### config.mk
export PLATFORM = sky130hd
export DESIGN_NAME = vmove_wb
export DESIGN_NICKNAME = d
export VERILOG_FILES = /design/src/rtl/vmwb_pkg.sv /design/src/rtl/mvwb_decode.sv /design/src/rtl/mvwb_lane.sv /design/src/rtl/vmove_wb.sv
export SDC_FILE = /design/constraint.sdc
export NUM_CORES = 1
export LEC_CHECK = 0
export BUFFER_PORTS_ARGS = -buffer_cell sky130_fd_sc_hd__buf_2
export CAP_MARGIN = 20
export CORE_AREA = 4 4 636 638
export CTS_CLUSTER_SIZE = 12
export DETAILED_ROUTE_END_ITERATION = 16
export DIE_AREA = 0 0 640 642
export PLACE_DENSITY = 0.3
export SKIP_CTS_REPAIR_TIMING = 1
export SYNTH_ARGS = -nofsm -noshare
export SYNTH_HDL_FRONTEND = slang
export SYNTH_SLANG_ARGS = --single-unit
export TNS_END_PERCENT = 1
### constraint.sdc
create_clock -name clk -period 0.9 [get_ports clk]
set_input_delay 0.09 -clock clk [delete_from_list [all_inputs] [get_ports clk]]
set_output_delay 0.09 -clock clk [all_outputs]
set_load 0.05 [all_outputs]
### src/rtl/vmwb_pkg.sv
package vmwb_pkg;

   typedef enum logic [1:0] {
      ENC_LEGACY   = 2'd0,
      ENC_COMPACT  = 2'd1,
      ENC_EXTENDED = 2'd2,
      ENC_UNDEF    = 2'd3
   } enc_class_e;

   typedef enum logic [1:0] {
      VL_128  = 2'd0,
      VL_256  = 2'd1,
      VL_512  = 2'd2,
      VL_BAD  = 2'd3
   } vl_code_e;

   localparam logic [3:0] SPARE_OK = 4'b1111;

endpackage

### src/rtl/mvwb_decode.sv
module mvwb_decode
   import vmwb_pkg::*;
#(
   parameter int LANE_W = 32,
   parameter int MAX_VL = 512,
   localparam int NL    = MAX_VL / LANE_W,
   localparam int CW    = $clog2(NL + 1)
) (
   input  logic [1:0]    enc_class,
   input  logic [1:0]    vl_sel,
   input  logic [3:0]    spare_field,
   input  logic          mask_en,
   input  logic [NL-1:0] lane_mask,
   output logic          fault,
   output logic          clr_upper,
   output logic [NL-1:0] lane_in,
   output logic [NL-1:0] lane_pick
);

   localparam int N128 = 128 / LANE_W;
   localparam int N256 = 256 / LANE_W;
   localparam int N512 = 512 / LANE_W;

   enc_class_e      ec;
   vl_code_e        vc;
   logic [CW-1:0]   nlanes;
   logic            spare_bad;

   assign ec        = enc_class_e'(enc_class);
   assign vc        = vl_code_e'(vl_sel);
   assign spare_bad = (spare_field != SPARE_OK);

   always_comb begin
      fault  = 1'b0;
      nlanes = CW'(N128);
      unique case (ec)
         ENC_LEGACY: begin
            fault  = 1'b0;
            nlanes = CW'(N128);
         end
         ENC_COMPACT: begin
            fault  = spare_bad || (vc == VL_512) || (vc == VL_BAD);
            nlanes = (vc == VL_256) ? CW'(N256) : CW'(N128);
         end
         ENC_EXTENDED: begin
            fault = spare_bad || (vc == VL_BAD);
            case (vc)
               VL_256:  nlanes = CW'(N256);
               VL_512:  nlanes = CW'(N512);
               default: nlanes = CW'(N128);
            endcase
         end
         default: begin
            fault  = 1'b1;
            nlanes = CW'(N128);
         end
      endcase
   end

   assign clr_upper = (ec != ENC_LEGACY);

   for (genvar j = 0; j < NL; j++) begin : g_lane_dec
      assign lane_in[j]   = (CW'(j) < nlanes);
      assign lane_pick[j] = ((ec == ENC_EXTENDED) && mask_en) ? lane_mask[j] : 1'b1;
   end

endmodule

### src/rtl/mvwb_lane.sv
module mvwb_lane #(
   parameter int LANE_W = 32
) (
   input  logic [LANE_W-1:0] src_lane,
   input  logic [LANE_W-1:0] old_lane,
   input  logic              in_len,
   input  logic              pick,
   input  logic              zero_mode,
   input  logic              is_store,
   input  logic              clr_upper,
   input  logic              fault,
   output logic [LANE_W-1:0] data,
   output logic              wr
);

   always_comb begin
      wr   = 1'b0;
      data = old_lane;
      if (!fault) begin
         if (is_store) begin
            if (in_len && pick) begin
               data = src_lane;
               wr   = 1'b1;
            end
         end else if (in_len) begin
            if (pick)
               data = src_lane;
            else if (zero_mode)
               data = '0;
         end else if (clr_upper) begin
            data = '0;
         end
      end
   end

endmodule

### src/rtl/vmove_wb.sv
module vmove_wb
   import vmwb_pkg::*;
#(
   parameter int LANE_W = 32,
   parameter int MAX_VL = 512,
   localparam int NL    = MAX_VL / LANE_W,
   localparam int BPL   = LANE_W / 8,
   localparam int NB    = MAX_VL / 8
) (
   input  logic              clk,
   input  logic              rst_n,
   input  logic              in_valid,
   input  logic [MAX_VL-1:0] src_vec,
   input  logic [MAX_VL-1:0] old_vec,
   input  logic [NL-1:0]     lane_mask,
   input  logic [1:0]        enc_class,
   input  logic [1:0]        vl_sel,
   input  logic              mask_en,
   input  logic              zero_mode,
   input  logic              is_store,
   input  logic [3:0]        spare_field,
   output logic              out_valid,
   output logic              out_fault,
   output logic              out_store,
   output logic [MAX_VL-1:0] dest_vec,
   output logic [NB-1:0]     byte_en
);

   if (MAX_VL != 512) begin : g_chk_vl
      $error("vmove_wb: MAX_VL must be 512");
   end
   if ((LANE_W % 8) != 0 || (128 % LANE_W) != 0) begin : g_chk_lane
      $error("vmove_wb: LANE_W must be a byte multiple dividing 128");
   end

   logic              dec_fault;
   logic              dec_clr;
   logic [NL-1:0]     lane_in;
   logic [NL-1:0]     lane_pick;
   logic [NL-1:0]     lane_wr;
   logic [MAX_VL-1:0] nxt_data;
   logic [NB-1:0]     nxt_be;

   mvwb_decode #(
      .LANE_W (LANE_W),
      .MAX_VL (MAX_VL)
   ) i_decode (
      .enc_class   (enc_class),
      .vl_sel      (vl_sel),
      .spare_field (spare_field),
      .mask_en     (mask_en),
      .lane_mask   (lane_mask),
      .fault       (dec_fault),
      .clr_upper   (dec_clr),
      .lane_in     (lane_in),
      .lane_pick   (lane_pick)
   );

   for (genvar j = 0; j < NL; j++) begin : g_lane
      mvwb_lane #(
         .LANE_W (LANE_W)
      ) i_lane (
         .src_lane  (src_vec[j*LANE_W +: LANE_W]),
         .old_lane  (old_vec[j*LANE_W +: LANE_W]),
         .in_len    (lane_in[j]),
         .pick      (lane_pick[j]),
         .zero_mode (zero_mode),
         .is_store  (is_store),
         .clr_upper (dec_clr),
         .fault     (dec_fault),
         .data      (nxt_data[j*LANE_W +: LANE_W]),
         .wr        (lane_wr[j])
      );
      assign nxt_be[j*BPL +: BPL] = {BPL{lane_wr[j]}};

      // legacy loads keep lanes beyond the length
      assert_legacy_keep_R6 : assert property (@(posedge clk) disable iff (!rst_n)
         (in_valid && !is_store && !lane_in[j] && enc_class == 2'd0)
         |-> (nxt_data[j*LANE_W +: LANE_W] == old_vec[j*LANE_W +: LANE_W]));

      // newer classes clear lanes beyond the length on loads
      assert_upper_clear_R7 : assert property (@(posedge clk) disable iff (!rst_n)
         (in_valid && !is_store && !dec_fault && !lane_in[j]
          && (enc_class == 2'd1 || enc_class == 2'd2))
         |-> (nxt_data[j*LANE_W +: LANE_W] == '0));

      // byte enables come in whole-lane groups
      assert_be_group_R8 : assert property (@(posedge clk) disable iff (!rst_n)
         out_valid |-> ($countones(byte_en[j*BPL +: BPL]) == 0
                        || $countones(byte_en[j*BPL +: BPL]) == BPL));
   end

   always_ff @(posedge clk or negedge rst_n) begin
      if (!rst_n) begin
         out_valid <= 1'b0;
         out_fault <= 1'b0;
         out_store <= 1'b0;
         dest_vec  <= '0;
         byte_en   <= '0;
      end else begin
         out_valid <= in_valid;
         if (in_valid) begin
            out_fault <= dec_fault;
            out_store <= is_store;
            dest_vec  <= nxt_data;
            byte_en   <= nxt_be;
         end
      end
   end

   // no store enable beyond the selected length
   assert_store_bound_R8 : assert property (@(posedge clk) disable iff (!rst_n)
      in_valid |-> ((lane_wr & ~lane_in) == '0));

   // loads never raise byte enables
   assert_load_noen_R9 : assert property (@(posedge clk) disable iff (!rst_n)
      (out_valid && !out_store) |-> (byte_en == '0));

   // a fault suppresses all writes
   assert_fault_quiet_R10 : assert property (@(posedge clk) disable iff (!rst_n)
      (out_valid && out_fault) |-> (byte_en == '0));

   // result strobe only follows a request
   assert_strobe_R2 : assert property (@(posedge clk) disable iff (!rst_n)
      out_valid |-> $past(in_valid));

endmodule

======== Word level (Yosys, flattened, before mapping) ========
Index checks and enable logic that the tools add are counted.
cells by class
  muxes and demuxes ....................... 180
  equal/unequal tests ..................... 6
  reductions and logical operators ........ 22
  magnitude comparators ................... 16
operators with widths
  kind                                                                 number
  32-bit two-way mux                                                   112
  1-bit two-way mux                                                    64
  4-bit by 5-bit < comparator with 1-bit output, first input constant  8
  3-bit by 5-bit < comparator with 1-bit output, first input constant  4
  5-bit one-hot mux with 2 select lines                                2
  1-bit logical AND                                                    17
  1-bit by 5-bit < comparator with 1-bit output, first input constant  2
  2-bit by 5-bit < comparator with 1-bit output, first input constant  2
  2-bit == test, second input constant                                 3
  2-bit by 1-bit == test with 1-bit output, second input constant      2
  4-bit two-way mux                                                    1
  4-bit != test, second input constant                                 1
  1-bit logical OR                                                     3
  1-bit one-hot mux with 3 select lines                                1
  2-bit zero test                                                      1
  2-bit nonzero test                                                   1
storage, ports and cells
  word-level logic and storage cells ...... 229
  output and inout bits ................... 579
  flip-flop bits (word level) ............. 576

======== Depth between registers and ports, before layout ========
  depth after elaboration ................. 8
  mapped depth ............................ 10

======== Cells and area by module ========
A second synthesis with hierarchy kept.
second synthesis, totals
  cell total of the unflattened synthesis .. 2006
  area total of the unflattened synthesis .. 28160.8 um^2
modules (own cells, without submodules)
  module       cells each  area each (um^2)  times used  sequential area each (um^2)
  vmove_wb     1168        20287.0           1           13287.7
  mvwb_lane    49          467.9             16          0.0
  mvwb_decode  54          386.6             1           0.0

======== Worst setup path before layout ========
OpenSTA, ideal clock, no wires.
  path kind ............................... input to register
  from .................................... input port enc_class[0]
  to ...................................... register dest_vec[100]
  arrival ................................. 2.181 ns
  setup time .............................. 0.066 ns
  path buffers ............................ 3
  stages .................................. 10
  required time ........................... 0.834 ns
  slack ................................... -1.348 ns
  cell sequence ........................... inv_1 -> ha_1 -> and3_1 -> buf_2 -> or3_1 -> buf_6 -> o31a_4 -> a21oi_4 -> buf_6 -> a221o_1
on the way
  longest elaborated chain between the ends .. 7
  elaborated cells between the ends (all ways) .. 16
  those cells by class .................... order compare: 1; eq/ne: 2; mux: 9; reduce/logical: 4
ends and longest elaborated chain
  what                                                                                line                                  text
  from (decl)                                                                         vmove_wb.sv:16                        input logic [1:0] enc_class,
  2-bit == test or 2-bit by 1-bit == test with 1-bit output (tied branches)           mvwb_decode.sv:36, mvwb_decode.sv:64
  5-bit one-hot mux with 2 select lines or 1-bit logical AND (tied branches)          mvwb_decode.sv:36, mvwb_decode.sv:64
  2-bit by 5-bit < comparator with 1-bit output or 1-bit two-way mux (tied branches)  mvwb_decode.sv:63, mvwb_decode.sv:64
  1-bit logical AND or 32-bit two-way mux (tied branches)                             mvwb_lane.sv:21, mvwb_lane.sv:26
  32-bit two-way mux, on equally long branches                                        mvwb_lane.sv:21, mvwb_lane.sv:25
  32-bit two-way mux                                                                  mvwb_lane.sv:20                       if (is_store) begin
  32-bit two-way mux *                                                                mvwb_lane.sv:19                       if (!fault) begin
  to (signal assigned)                                                                vmove_wb.sv:105                       dest_vec <= nxt_data;
  to (decl)                                                                           vmove_wb.sv:25                        output logic [MAX_VL-1:0] dest_vec,
Mark *: on every way between the ends. The rest lies on a longest branch, timed or not.
A chain may end at the register's enable or synchronous reset.

======== Worst setup path in the final report ========
  from .................................... input port enc_class[0]
  to ...................................... register dest_vec[104]
The elaborated chain is that of the path after synthesis.

==> impl_metrics.toml <==
[critical_path]
r2r_setup_slack_ns = -0.26
regToRegStartpoint = "dest_vec[260]"
setup.worst_path.start_class = "input port"
arrival_ns = 2.59
crit-reg2reg-capture = "dest_vec[260]"
critPathKind = "in -> reg"
slowest_stage = "nor3_4"
end_kind = "flop"
rr_worst_depth = 3
worst-path-max-fanout = 7
worstPathCellList = "buf_12 -> clkinvlp_4 -> ha_4 -> nand4_1 -> o41ai_4 -> buf_4 -> buf_4 -> nand2_4 -> nor3_4 -> buf_4 -> a221o_1"
required_ns = 1.61
worstSetupStartpoint = "enc_class[0]"
crit_path_frequent_cell = "buf_4"
critical_path.max_stage_delay_ns = 0.50
worst_setup_path_endpoint = "dest_vec[104]"

[clock_tree]
cts-htree-levels = 3
clk_pin_slew_worst_setup_hold_paths_ns = 0.05
cts_root_buffer = "clkbuf_16"
cts_max_path_buffers = 4
cts_made_buffers = 87
worst_skew_pair.late_latency_ns = 0.75
clock_sinks = 531
tritoncts = "built"

[yosys]
netlist_instances = 2184
synth_edf_count = 0
synthDistinctLibCells = 53
async_reset_ff_share_pct = 100.0
synth.yosys.seq_area_share_pct = 54.97
cell_area_synth_sq_mm = 0.02417
synth.avg_cell_area_sq_um = 11.07
yosysWarningCount = 0
mappedNetlistNets = 3246
ys_ff_latch = 531
ys.flop_type = "dfrtp_1"

[power_and_ir_drop]
power.total_w = 0.09472
cellLeakagePower_nw = 25.50
power.density_mw_per_mm2 = 1609
vdd_drop_max_mv = 1.399
power_switching_share_pct = 37.75
comb_power_share_pct = 35.0
cell_internal_pwr_w = 0.05896
p_sw_w = 0.03576
power.share.sequential_pct = 29.7
power.clock.fraction_pct = 35.4

[sta]
whs_ns = -0.2702
timing.final.setup_violations = 1108
finalWorstSetupSlack_ns = -0.9776
worst_pin_slew_ns = 0.6614
finalCritPeriodShare_pct = 208.6
rsz0062_at_grt = "true"
slew_headroom_pct = 55.90
min_period_ns = 1.878
finalHoldViolCount = 7
clock_skew_ns = 0
maxSlewViolCount = 0
achievable-frequency_mhz = 532.6
tns_ns = -812.91

[route]
first_pass_iters = 5
detailedRoute.firstIterationViolations = 2613
detail-route-antenna-nets = 0
drc = 0
detail_route.vias_per_cell = 3.217
routed_via_count = 34399
wire_per_inst_um = 30.05
wl_um = 321300

[global_routing]
number_of_global_route_vias_before_repair = 29624
initial_antenna_violation_count = 435
overflow = 0
grt_max_degree = 73
grt_use_total_pct = 14.57
grt_pass1_wl_um = 381300

[layout]
layout_commonest_cell = "buf_2"
area_growth_syn_to_layout_pct = 143.6
finalNetCount = 6258
layout_common_cells = "buf_2, dlygate4sd3_1, dfrtp_1"
seqCellArea_sq_mm = 0.01330
drive_above_1_share_pct = 45.47
final_area_sq_mm = 0.05887
nFillCells = 45231
multiInputGateArea_sq_mm = 0.01041

[die]
die_width_um = 640
ios = 1633
floorplan.core_area_sq_mm = 0.3986
start_util_pct = 6.065
row_count = 232
die_height_um = 642
die_area_sq_mm = 0.4109

[placement]
gp_routability_congestion = 0.8963
dpl_cell_area_sq_mm = 0.04384
hpwlAfterDp_um = 276900
numPortBuffers = 1632

[job]
timing.max_cap.violations = 0

[status]
run_status = "finished with violations"
violations = "hold timing, setup timing"

[worst_hold_path]
hold_path.class = "in -> reg"
==> power groups by stage <==
stage	logic (W)	clock network (W)	registers, W
after floorplan	0.00457	0	0.0368
after global placement	0.0275	0	0.0284
after detailed placement	0.0275	0	0.0284
after CTS	0.0276	0.0351	0.0281
after global routing	0.0346	0.0356	0.0283
final	0.0331	0.0335	0.0281
==> sequential cells by signal, indices dropped and copies added, names as in the netlist <==
name,count
dest_vec,512
out_store,1
out_valid,1
byte_en,16
out_fault,1
==> layout make-up <==
class,count,area share (%)
timing repair buffer,3161,43.16
inverter,10,0.08289
clock buffer,122,4.144
sequential,531,22.58
antenna,171,0.7269
multi-input combinational,1405,17.67
clock inverter,27,0.4421
tap,5265,11.19
==> cell families (layout without fill, tap and decap cells) <==
group / Yosys count / after routing / share of synthesized area [%]
buf+inv: 249 / 3320 / 5.270
other cells: 0 / 171 / 0
mux: 32 / 32 / 1.336
flops: 531 / 531 / 54.97
compound gates: 622 / 622 / 22.77
fa+ha+maj: 8 / 8 / 0.4141
simple gates: 742 / 743 / 15.24
==> how the worst min path moves through the flow <==
| stage | start | to | slack (ns) | cells past startpoint |
|---|---|---|---|---|
| finish | lane_mask[2] | byte_en[11] | -0.27 | 3 |
| floorplan | rst_n | byte_en[11] | -0.21 | 0 |
| CTS | rst_n | dest_vec[282] | -1.00 | 1 |
| global placement | rst_n | dest_vec[283] | -0.11 | 1 |
| detailed placement | rst_n | dest_vec[282] | -0.11 | 1 |
| global route | lane_mask[0] | byte_en[3] | -0.33 | 3 |
==> per-stage QoR <==
| stage | hold WS, ns | utilization, % | instances | worst slack (ns) |
|---|---|---|---|---|
| after floorplan | -0.2056 | - | 2184 | -1.192 |
| after global placement | -0.1077 | 11.00 | 9297 | -2.170 |
| after detailed placement | -0.1075 | 11.00 | 9297 | -2.126 |
| after CTS | -1.001 | 11.68 | 9446 | -1.234 |
| after global routing | -0.3291 | 14.72 | 10616 | -1.016 |
| final | -0.2702 | 14.77 | 10692 | -0.9776 |
==> synth_stat cells, types with 30 or more instances <==
| cell | count | area share (%) |
|---|---|---|
| a21oi_1 | 40 | 0.83 |
| a221o_1 | 314 | 13 |
| a221oi_1 | 134 | 4.9 |
| buf_2 | 46 | 0.95 |
| buf_4 | 49 | 1.5 |
| clkbuf_1 | 125 | 1.9 |
| dfrtp_1 | 531 | 55 |
| mux2i_1 | 30 | 1.2 |
| nand2_1 | 70 | 1.1 |
| nor2_1 | 313 | 4.9 |
| nor2b_1 | 317 | 8.2 |
| o21ai_0 | 35 | 0.72 |
| o22ai_1 | 36 | 0.93 |
==> metal layers <==
layer	wire length, um	GRT usage [%]	vias up
met5	1131	0	-
met4	11270	3.110	174
met3	28340	7.515	836
met2	160400	26.41	2110
met1	120200	14.75	16887
li1	-	-	14392
==> worst max-delay path: cells and delay by family <==
| kind | cells | cell delay [ns] |
|---|---|---|
| compound gates | 2 | 0.62 |
| buf+inv | 5 | 0.82 |
| fa+ha+maj | 1 | 0.29 |
| simple gates | 3 | 0.73 |
Power figures use the tool's default switching activity.
